==> config.mk <==
export PLATFORM = sky130hd
export DESIGN_NAME = presence_poll_ctrl
export DESIGN_NICKNAME = d
export VERILOG_FILES = /design/src/rtl/poll_pkg.sv /design/src/rtl/probe_timer.sv /design/src/rtl/absence_counter.sv /design/src/rtl/presence_poll_ctrl.sv
export SDC_FILE = /design/constraint.sdc
export NUM_CORES = 1
export LEC_CHECK = 0
export CAP_MARGIN = 20
export CELL_PAD_IN_SITES_DETAIL_PLACEMENT = 0
export CELL_PAD_IN_SITES_GLOBAL_PLACEMENT = 1
export CORE_ASPECT_RATIO = 0.8
export CORE_UTILIZATION = 35
export CTS_CLUSTER_DIAMETER = 120
export DETAILED_ROUTE_END_ITERATION = 8
export GPL_TIMING_DRIVEN = 0
export PLACE_DENSITY_LB_ADDON = 0.25
export SYNTH_ARGS = -nofsm -noshare
export SYNTH_HDL_FRONTEND = slang
export SYNTH_SLANG_ARGS = --single-unit
==> constraint.sdc <==
create_clock -name clk_i -period 4.5 [get_ports clk_i]
set_clock_uncertainty 0.15 [all_clocks]
set_input_delay 0.45 -clock clk_i [delete_from_list [all_inputs] [get_ports clk_i]]
set_output_delay 0.45 -clock clk_i [all_outputs]
set_load 0.005 [all_outputs]
==> src/rtl/poll_pkg.sv <==
package poll_pkg;
  typedef enum logic [1:0] {
    PH_QUAL    = 2'd0,
    PH_ARMED   = 2'd1,
    PH_PRESENT = 2'd2
  } phase_e;
endpackage

==> src/rtl/probe_timer.sv <==
module probe_timer #(
  parameter int unsigned PERIOD = 50000
) (
  input  logic clk_i,
  input  logic rst_ni,
  input  logic en_i,
  input  logic restart_i,
  input  logic result_i,
  output logic req_o,
  output logic pending_o
);
  localparam int unsigned TW = (PERIOD > 2) ? $clog2(PERIOD) : 1;
  localparam logic [TW-1:0] RELOAD = TW'(PERIOD - 1);

  logic [TW-1:0] tmr_q;
  logic          busy_q, req_q;

  always_ff @(posedge clk_i or negedge rst_ni) begin
    if (!rst_ni) begin
      tmr_q  <= RELOAD;
      busy_q <= 1'b0;
      req_q  <= 1'b0;
    end else begin
      req_q <= 1'b0;
      if (restart_i) begin
        tmr_q  <= RELOAD;
        busy_q <= 1'b0;
      end else begin
        if (result_i) busy_q <= 1'b0;
        if (en_i) begin
          if (tmr_q != '0) begin
            tmr_q <= tmr_q - 1'b1;
          end else if (!busy_q) begin
            req_q  <= 1'b1;
            busy_q <= 1'b1;
            tmr_q  <= RELOAD;
          end
        end
      end
    end
  end

  assign req_o     = req_q;
  assign pending_o = busy_q;

  // request is a single-cycle pulse
  assert_req_pulse_R2: assert property (@(posedge clk_i) disable iff (!rst_ni)
    req_o |=> !req_o);
  // no new request while one is outstanding
  assert_one_outstanding_R2: assert property (@(posedge clk_i) disable iff (!rst_ni)
    (pending_o && !result_i && !restart_i) |=> !req_o);
endmodule

==> src/rtl/absence_counter.sv <==
module absence_counter #(
  parameter int unsigned INIT = 100
) (
  input  logic clk_i,
  input  logic rst_ni,
  input  logic reload_i,
  input  logic miss_i,
  output logic expire_o
);
  localparam int unsigned CW = $clog2(INIT + 1);
  localparam logic [CW-1:0] START = CW'(INIT);

  logic [CW-1:0] cnt_q;

  always_ff @(posedge clk_i or negedge rst_ni) begin
    if (!rst_ni)                    cnt_q <= START;
    else if (reload_i)              cnt_q <= START;
    else if (miss_i && cnt_q != '0) cnt_q <= cnt_q - 1'b1;
  end

  assign expire_o = miss_i && !reload_i && (cnt_q == CW'(1));

  // count stays within its start value
  assert_cnt_bound_R4: assert property (@(posedge clk_i) disable iff (!rst_ni)
    cnt_q <= START);
  // a reload always lands on the start value
  assert_reload_R4: assert property (@(posedge clk_i) disable iff (!rst_ni)
    reload_i |=> cnt_q == START);
endmodule

==> src/rtl/presence_poll_ctrl.sv <==
module presence_poll_ctrl
  import poll_pkg::*;
#(
  parameter int unsigned PROBE_PERIOD = 50000,
  parameter int unsigned ABSENCE_INIT = 100
) (
  input  logic       clk_i,
  input  logic       rst_ni,
  output logic       probe_req_o,
  input  logic       probe_done_i,
  input  logic       presence_i,
  input  logic       short_i,
  input  logic       done_i,
  output logic       arrival_o,
  output logic [1:0] phase_o
);
  phase_e phase_q, phase_d;
  logic   arrival_q, pending, result_v, clean_pres, clean_abs;
  logic   cnt_reload, cnt_miss, cnt_expire, restart;

  assign result_v   = probe_done_i && pending;
  assign clean_pres = result_v && presence_i && !short_i;
  assign clean_abs  = result_v && !presence_i && !short_i;

  assign restart    = (phase_q == PH_PRESENT) && done_i;
  assign cnt_reload = ((phase_q == PH_QUAL) && clean_pres) || restart;
  assign cnt_miss   = (phase_q == PH_QUAL) && clean_abs;

  probe_timer #(.PERIOD(PROBE_PERIOD)) u_timer (
    .clk_i     (clk_i),
    .rst_ni    (rst_ni),
    .en_i      (phase_q != PH_PRESENT),
    .restart_i (restart),
    .result_i  (probe_done_i),
    .req_o     (probe_req_o),
    .pending_o (pending)
  );

  absence_counter #(.INIT(ABSENCE_INIT)) u_absence (
    .clk_i    (clk_i),
    .rst_ni   (rst_ni),
    .reload_i (cnt_reload),
    .miss_i   (cnt_miss),
    .expire_o (cnt_expire)
  );

  always_comb begin
    phase_d = phase_q;
    unique case (phase_q)
      PH_QUAL:    if (cnt_expire) phase_d = PH_ARMED;
      PH_ARMED:   if (clean_pres) phase_d = PH_PRESENT;
      PH_PRESENT: if (done_i)     phase_d = PH_QUAL;
      default:    phase_d = PH_QUAL;
    endcase
  end

  always_ff @(posedge clk_i or negedge rst_ni) begin
    if (!rst_ni) begin
      phase_q   <= PH_QUAL;
      arrival_q <= 1'b0;
    end else begin
      phase_q   <= phase_d;
      arrival_q <= (phase_q == PH_ARMED) && clean_pres;
    end
  end

  assign arrival_o = arrival_q;
  assign phase_o   = phase_q;

  // arrival only on entry to present, and only from armed
  assert_arrival_entry_R6: assert property (@(posedge clk_i) disable iff (!rst_ni)
    arrival_o |-> (phase_q == PH_PRESENT) && ($past(phase_q) == PH_ARMED));
  assert_arrival_pulse_R6: assert property (@(posedge clk_i) disable iff (!rst_ni)
    arrival_o |=> !arrival_o);
  // a shorted probe never yields arrival or a phase change
  assert_short_no_arrival_R5: assert property (@(posedge clk_i) disable iff (!rst_ni)
    (result_v && short_i) |=> !arrival_o && $stable(phase_q));
  // no probing while a device is present
  assert_quiet_present_R7: assert property (@(posedge clk_i) disable iff (!rst_ni)
    (phase_q == PH_PRESENT) |-> !probe_req_o);
  // done outside present has no effect
  assert_done_ignored_R8: assert property (@(posedge clk_i) disable iff (!rst_ni)
    (phase_q == PH_ARMED && done_i && !clean_pres) |=> phase_q == PH_ARMED);
endmodule

# [Word level (Yosys, flattened, before mapping)]
# Index checks and enable logic that the tools add are counted.
[totals] ff_bits=28 in_bits=6 output_inout_bits=4 wordCells=58
[op_classes] n_addsub=2 eq_ne=8 muxes=19 reduce_logical=23
[ops] operator="two-way mux 16 bit" n=4
[ops] operator="nonzero test 16 bit" n=1
[ops] operator="subtractor 16 x 1 -> 16 bit, second input constant" n=1
[ops] operator="two-way mux 7 bit" n=2
[ops] operator="logical AND 1 bit" n=12
[ops] operator="two-way mux 1 bit" n=9
[ops] operator="inequality test 2 bit, second input constant" n=4
[ops] operator="equality test 7 x 1 -> 1 bit, second input constant" n=1
[ops] operator="nonzero test 7 bit" n=1
[ops] operator="subtractor 7 x 1 -> 7 bit, second input constant" n=1
[ops] operator="two-way mux 2 bit" n=3
[ops] operator="one-hot mux 2 bit (3 select lines)" n=1
[ops] operator="nonzero test 2 bit" n=2
[ops] operator="logical NOT 1 bit" n=3
[ops] operator="inequality test 3 bit, second input constant" n=1
[ops] operator="AND reduction 3 bit" n=1
[ops] operator="equality test 2 x 1 -> 1 bit, second input constant" n=1
[ops] operator="equality test 2 bit, second input constant" n=1
[ops] operator="logical NOT 2 bit" n=1
[ops] operator="AND reduction 2 bit" n=1
[ops] operator="logical OR 1 bit" n=1

# [Longest topological paths before layout]
# Gate-level depths: netlist of run 1.
[logic_depth] word_depth=10 mapped_depth=8 depth_no_buf=6

# [By module]
# A second synthesis of run 1 with hierarchy kept.
[unflattened] hier_cells=175 hier_area_um2=1662.8
[modules_own_cells] module="probe_timer" instances=1 cells_per_inst=116 area_each_um2=1084.8 seq_area_each_um2=461.7
[modules_own_cells] module="absence_counter" instances=1 cells_per_inst=43 area_each_um2=411.6 seq_area_each_um2=178.9
[modules_own_cells] module="presence_poll_ctrl" instances=1 cells_per_inst=16 area_each_um2=166.4 seq_area_each_um2=75.1

# [Worst setup path after synthesis of run 1]
# No wires, ideal clock.
[synth_path] path_kind="register -> register" start="reg u_timer.tmr_q[0]" end="reg u_timer.tmr_q[3]" setup_ns=0.082 t_arrival_ns=2.005 required_ns=4.268 setup_slack_ns=2.263 stages_incl_launch_ff=8 path_buffers=1 period_less_slack_ns=2.237 path_cell_list="dfstp_2 > inv_1 > ha_1 > nor3b_1 > and4_1 > clkbuf_1 > a2111oi_0 > mux2_2"
[synth_via] elab_chain_cells=4 word_cells_on_any_way=7 classes_between="add/sub (1); eq/ne (1); mux (3); reduce/logical (2)"
[synth_rtl] element="start: declaration" line="probe_timer.sv:15" source="logic [TW-1:0] tmr_q;"
[synth_rtl] element="start signal: assignment" line="probe_timer.sv:32" source="tmr_q <= tmr_q - 1'b1;"
[synth_rtl] element="subtractor 16 x 1 -> 16 bit or nonzero test 16 bit (tied branches)" line="probe_timer.sv:32, probe_timer.sv:31"
[synth_rtl] element="two-way mux 16 bit" line="probe_timer.sv:31" source="if (tmr_q != '0) begin"
[synth_rtl] element="two-way mux 16 bit" line="probe_timer.sv:30" source="if (en_i) begin"
[synth_rtl] element="two-way mux 16 bit" line="probe_timer.sv:25" source="if (restart_i) begin"
# Parallel ways exist; a longest one is shown, timed or not. The select of a mux whose other input is x is not followed.
# A chain may end at the register's enable or synchronous reset.

# [Worst setup path in the final report of run 1]
# Same ends and word-level chain as after synthesis.

==> results.py, run 1 <==
metrics = {
    "status": {
        "status": "completed",
    },
    "die": {
        "core_um2": 4679,
        "num_io_pins": 10,
        "die_w_um": 80.67,
        "initial_core_util": 0.3703,
        "rows": 22,
        "die_y_um": 64.94,
        "die-area_um2": 5238,
    },
    "clocking": {
        "postCtsSetupRepairBufs": 0,
        "cts_root_buf": "clkbuf_8",
        "cts_resized": 0,
        "clock_latency_ps": 280,
        "htreeDepth": 1,
        "clock_tree.buffer_depth": 2,
        "cts_tree": "built",
        "clk_pin_slew_ps": 100,
        "clock-sinks": 28,
        "cts_hold_buf": 0,
        "cts_inserted_buffers": 3,
    },
    "worst_setup_path": {
        "reg2reg_to": "u_timer.tmr_q[3]",
        "crit_family": "flip-flops",
        "cp_num_buf_inv": 2,
        "cp_cell_sequence": "inv_1, ha_1, nor3b_1, and4_1, clkbuf_1, a2111oi_0, mux2_2",
        "cpMaxStageDelayCell": "dfstp_2",
        "cp_slowest_stage_delay_ps": 570,
        "reg2reg_from": "u_timer.tmr_q[0]",
        "cp.required_ps": 4570,
        "reg2reg_slack_ps": 2000,
        "r2r_cells": 7,
        "path_max_fanout": 6,
        "start_kind": "flop",
        "worstSetupPathType": "flop to flop",
        "cp.arrival_ps": 2570,
        "cp-end-kind": "flop",
    },
    "logic_synthesis": {
        "synth.avg_cell_area_um2": 9.574,
        "ys_types": 53,
        "synth_cells": 181,
        "synth_area_um2": 1733,
        "yosysWarnings": 0,
        "synth_area_leaders": "dfrtp_1 23%, dfstp_2 18%, o21ai_0 3.8%",
        "yosysTopAreaCellShare": 0.2310,
        "yosys.area.top_type": "dfrtp_1",
        "ys_seq_elements": 28,
        "ys_seq_area_frac": 0.4130,
        "syn-num-nets": 191,
    },
    "global_routing": {
        "use_met3": 0.03380,
        "top_usage_layer": "met1",
        "grt_max_degree": 17,
        "overflow": 0,
        "grt_usage": 0.1798,
        "gr-usage-met2": 0.2585,
        "grt_pass1_vias": 1459,
        "antenna_found_initial": 0,
        "grt_pass1_wl_um": 7210,
        "grtUsageMet1": 0.2795,
    },
    "min_path": {
        "holdPathStages": 1,
        "min_to": "u_absence.cnt_q[6]",
        "hp-class": "flop to flop",
        "hp-start": "u_absence.cnt_q[6]",
    },
    "timing": {
        "slew-limit-headroom": 0.3454,
        "tns_ps": 0,
        "setup_viol": 0,
        "finalCritPeriodShare": 0.5559,
        "slew_violations": 0,
        "fin_crit_ps": 2502,
        "max_freq_mhz": 399.7,
        "setup_ws_ps": 1998,
        "tightest_slew_ps": 973.6,
        "hold_viol": 0,
        "rsz0062_at_grt": "false",
    },
    "cells_and_area": {
        "syn_to_final_growth_pct": 15.23,
        "drive_gt1_frac": 0.2000,
        "antenna_cells": 0,
        "design_area_um2": 1997,
        "final_common_cell": "dfrtp_1",
        "nFillCells": 460,
        "fin_cells": 255,
        "fin_nets": 206,
        "regArea_um2": 715.7,
        "multiInputGateArea_um2": 958.4,
        "layout_common_cells": "16 x dfrtp_1, 15 x nand2_1, 15 x nor2_1",
    },
    "placement": {
        "gp_congestion": 0.8200,
        "place_ws_ps": 1963,
        "postPlaceCellArea_um2": 1926,
        "dp_hpwl_um": 3057,
        "dp_cells": 251,
        "numPortBuffers": 9,
    },
    "routing": {
        "first_iter_violations": 86,
        "ant_nets": 0,
        "route.detailed.drc": 0,
        "wire_per_inst_um": 16.01,
        "wirelength_um": 4082,
        "viasPerCell": 5.702,
        "vias": 1454,
        "first_pass_iters": 4,
    },
    "flow_run": {
        "maxCapViolCount": 0,
    },
    "power": {
        "leakagePower_uw": 0.0007569,
        "peakVddDrop_mv": 0.1326,
        "finalPower_uw": 469.4,
        "power_density_nw_per_um2": 235.1,
    },
}
layout make-up:
type | instances | share of cell area
Buffer | 9 | 0.02005
Clock buffer | 3 | 0.02068
Clock inverter | 1 | 0.01504
Inverter | 5 | 0.009398
Multi-Input combinational cell | 139 | 0.4799
Sequential cell | 28 | 0.3584
Tap cell | 60 | 0.03759
Timing Repair Buffer | 10 | 0.05890
layer usage:
| metal | vias to the layer above | wire (um) |
|---|---|---|
| met5 | - | 0 |
| met4 | 0 | 15 |
| met3 | 2 | 213 |
| met2 | 33 | 1724 |
| met1 | 705 | 2128 |
| li1 | 714 | - |
worst max-delay path by stage:
stage | slack [ps] | depth (start not counted) | endpoint | startpoint
floorplan | 2260 | 7 | u_timer.tmr_q[3] | u_timer.tmr_q[0]
global placement | 1950 | 5 | u_absence.cnt_q[0] | probe_done_i
detailed placement | 1960 | 5 | u_absence.cnt_q[0] | probe_done_i
CTS | 1970 | 7 | u_timer.tmr_q[3] | u_timer.tmr_q[0]
global route | 1770 | 7 | u_timer.tmr_q[3] | u_timer.tmr_q[0]
finish | 2000 | 7 | u_timer.tmr_q[3] | u_timer.tmr_q[0]
state kept, by name (all words and copies together), names as in the netlist:
register           cells
u_timer.req_o          1
phase_o                2
u_timer.pending_o      1
u_timer.tmr_q         16
u_absence.cnt_q        7
arrival_o              1
cells by family (layout without fill, tap and decap cells):
| group | Yosys count | after routing | share of synthesized area |
|---|---|---|---|
| AO/OA/AOI/OAI | 48 | 48 | 0.1913 |
| XOR/XNOR | 1 | 1 | 0.005055 |
| adder cells (fa/ha/maj) | 4 | 4 | 0.02888 |
| buffers and inverters | 14 | 28 | 0.03393 |
| flip-flops | 28 | 28 | 0.4130 |
| multiplexers | 10 | 10 | 0.06137 |
| AND/OR/NAND/NOR | 76 | 76 | 0.2664 |
synthesized netlist by cell type, drive strengths merged:
library cell and count:
xnor2 1, nor2b 2, nand2b 2, clkbuf 5
nand3 2, o21ai 14, or2 2, or3 7
and3 2, inv 5, o22ai 1, a32o 1
o31ai 3, nand4b 1, mux2i 5, nor3 3
a22oi 1, or3b 2, ha 4, o31a 2
a32oi 1, buf 4, a211o 1, or4 7
and3b 1, dfrtp 16, a21o 2, a311oi 1
nor4 6, a21oi 8, nor4b 2, mux2 5
a41oi 1, a41o 1, o21bai 1, a2111oi 2
dfstp 12, and4 1, a2111o 1, nand2 15
a211oi 7, nor3b 4, nor2 15, nand3b 2
power breakdown:
group          internal, uW  switching, uW
sequential              252              0
combinational          6.74           7.05
clock                   119           84.3
total                   378           91.4
worst register-to-register path: stages, from the launching register on:
cell       delay [ps]
dfstp_2           570
inv_1              90
ha_1              230
nor3b_1           170
and4_1            170
clkbuf_1          170
a2111oi_0         500
mux2_2            390
stage by stage:
step | hold slack, ps | util
after floorplan | 4.409 | -
after global placement | 363.7 | 0.4056
after detailed placement | 365.8 | 0.4115
after CTS | 382.8 | 0.4267
after global routing | 397.7 | 0.4267
final | 378.7 | 0.4267
No activity file was read; power rests on OpenSTA's default activity.
==> run 2, diff against run 1 <==
clock period = 2.6 ns   (was 4.5 ns; I/O delays follow)
==> results.py, run 2 (synthesized netlist as in run 1, its figures left out) <==
metrics = {
    "status": {
        "status": "completed",
    },
    "cells_and_area": {
        "regArea_um2": 715.7,
        "fin_nets": 206,
        "layout_common_cells": "16 x dfrtp_1, 15 x nand2_1, 15 x nor2_1",
        "nFillCells": 454,
        "multiInputGateArea_um2": 975.9,
        "fin_util": 0.4310,
        "final_common_cell": "dfrtp_1",
        "regMostFlops": "u_timer.tmr_q",
        "antenna_cells": 0,
        "largest_reg_flops": 16,
        "syn_to_final_growth_pct": 16.39,
        "design_area_um2": 2017,
        "drive_gt1_frac": 0.2154,
    },
    "worst_setup_path": {
        "cp.required_ps": 2660,
        "r2r_cells": 8,
        "start_kind": "flop",
        "path_max_fanout": 10,
        "worstSetupPathType": "flop to flop",
        "cp-end-kind": "flop",
        "cp.arrival_ps": 2510,
    },
    "clocking": {
        "cts_hold_buf": 0,
        "postCtsSetupRepairBufs": 0,
        "clk_pin_slew_ps": 100,
        "clock_tree.buffer_depth": 2,
        "clock_latency_ps": 280,
        "cts_tree": "built",
        "htreeDepth": 1,
        "cts_inserted_buffers": 3,
        "cts_root_buf": "clkbuf_8",
        "clock-sinks": 28,
    },
    "power": {
        "switchingPower_uw": 157.3,
        "clkPwrFrac": 0.433,
        "p_sw_frac": 0.1938,
        "leakagePower_uw": 0.0007564,
        "power_density_nw_per_um2": 402.4,
        "p_int_uw": 654.3,
        "power_frac_comb": 0.029,
        "peakVddDrop_mv": 0.2306,
        "finalPower_uw": 811.6,
        "p_seq_frac": 0.538,
    },
    "routing": {
        "first_iter_violations": 72,
        "wire_per_inst_um": 15.86,
        "vias": 1447,
        "ant_nets": 0,
        "viasPerCell": 5.675,
        "first_pass_iters": 6,
        "wirelength_um": 4044,
        "route.detailed.drc": 0,
    },
    "timing": {
        "setup_ws_ps": 151.5,
        "slew-limit-headroom": 0.3552,
        "tns_ps": 0,
        "hold_viol": 0,
        "tightest_slew_ps": 959.0,
        "max_freq_mhz": 408.4,
        "rsz0062_at_grt": "false",
        "setup_viol": 0,
        "fin_crit_ps": 2448,
        "finalCritPeriodShare": 0.9417,
        "slew_violations": 0,
    },
    "global_routing": {
        "grt_usage": 0.1798,
        "grt_max_degree": 17,
        "grt_pass1_vias": 1459,
        "grt_pass1_wl_um": 7210,
        "antenna_found_initial": 0,
        "overflow": 0,
    },
    "die": {
        "die_w_um": 80.67,
        "num_io_pins": 10,
        "die-area_um2": 5238,
        "rows": 22,
        "core_um2": 4679,
        "initial_core_util": 0.3703,
        "die_y_um": 64.94,
    },
    "placement": {
        "gp_congestion": 0.8200,
        "dp_hpwl_um": 3057,
        "numPortBuffers": 9,
        "postPlaceCellArea_um2": 1926,
        "place_ws_ps": 87.49,
    },
    "min_path": {
        "hp-class": "input port to async pin",
    },
    "flow_run": {
        "maxCapViolCount": 0,
    },
}
run 2: changes by cell type in the layout (fill, tap and decap cells not counted), sizes merged:
cell    before  now
buf          5    4
clkbuf       8    9
run 2: what timing repair did:
action	in CTS	in global routing
resized for setup	0	5
setup endpoints to repair	0	2
endpoints found under the hold margin	0	0
run 2: power by group through the flow:
stage | combinational (uW) | clock, uW | sequential (uW)
final | 23.9 | 351 | 436
after global placement | 19.4 | 0 | 444
after CTS | 25.3 | 367 | 436
after floorplan | 1.56 | 0 | 444
after global routing | 26.6 | 379 | 436
after detailed placement | 25.1 | 0 | 444
run 2: path summary, 6_finish.rpt:
kind                                     from                 end  slack [ps]
max                          u_timer.tmr_q[0]   u_timer.tmr_q[14]         150
min                                    rst_ni           arrival_o         230
max reg2reg                  u_timer.tmr_q[0]   u_timer.tmr_q[14]         150
min reg2reg                u_absence.cnt_q[6]  u_absence.cnt_q[6]         380
max in group asynchronous              rst_ni   u_timer.tmr_q[14]        1470
min in group clk_i         u_absence.cnt_q[6]  u_absence.cnt_q[6]         380
run 2: layer usage:
| metal | wire length (um) | part of all wire | track usage |
|---|---|---|---|
| met3 | 149 | 0.037 | 0.03380 |
| met5 | 0 | 0 | 0 |
| met4 | 15 | 0.0037 | 0.02679 |
| met2 | 1701 | 0.42 | 0.2585 |
| met1 | 2177 | 0.54 | 0.2795 |
run 2: stage by stage:
stage,cells,hold WS [ps]
4_1_cts,255,261.8
2_1_floorplan,181,-185.6
5_1_grt,255,276.4
3_5_place_dp,251,365.8
6_report,255,233.4
3_3_place_gp,250,363.7
run 2: area by class of cell:
| cell class | count | area share |
|---|---|---|
| tap | 60 | 0.03722 |
| multi-input combinational | 139 | 0.4839 |
| timing repair buffer | 10 | 0.05831 |
| clock buffer | 3 | 0.02047 |
| sequential | 28 | 0.3548 |
| inverter | 5 | 0.009305 |
| buffer | 9 | 0.02109 |
| clock inverter | 1 | 0.01489 |
run 2: worst max-delay path, stage by stage, from the launching register on:
cell and delay [ps]:
dfstp_2 570, inv_1 90, ha_1 230, nor3b_2 170, and4_1 160, clkbuf_1 180
clkbuf_4 240, nor4_2 230, mux2_2 360
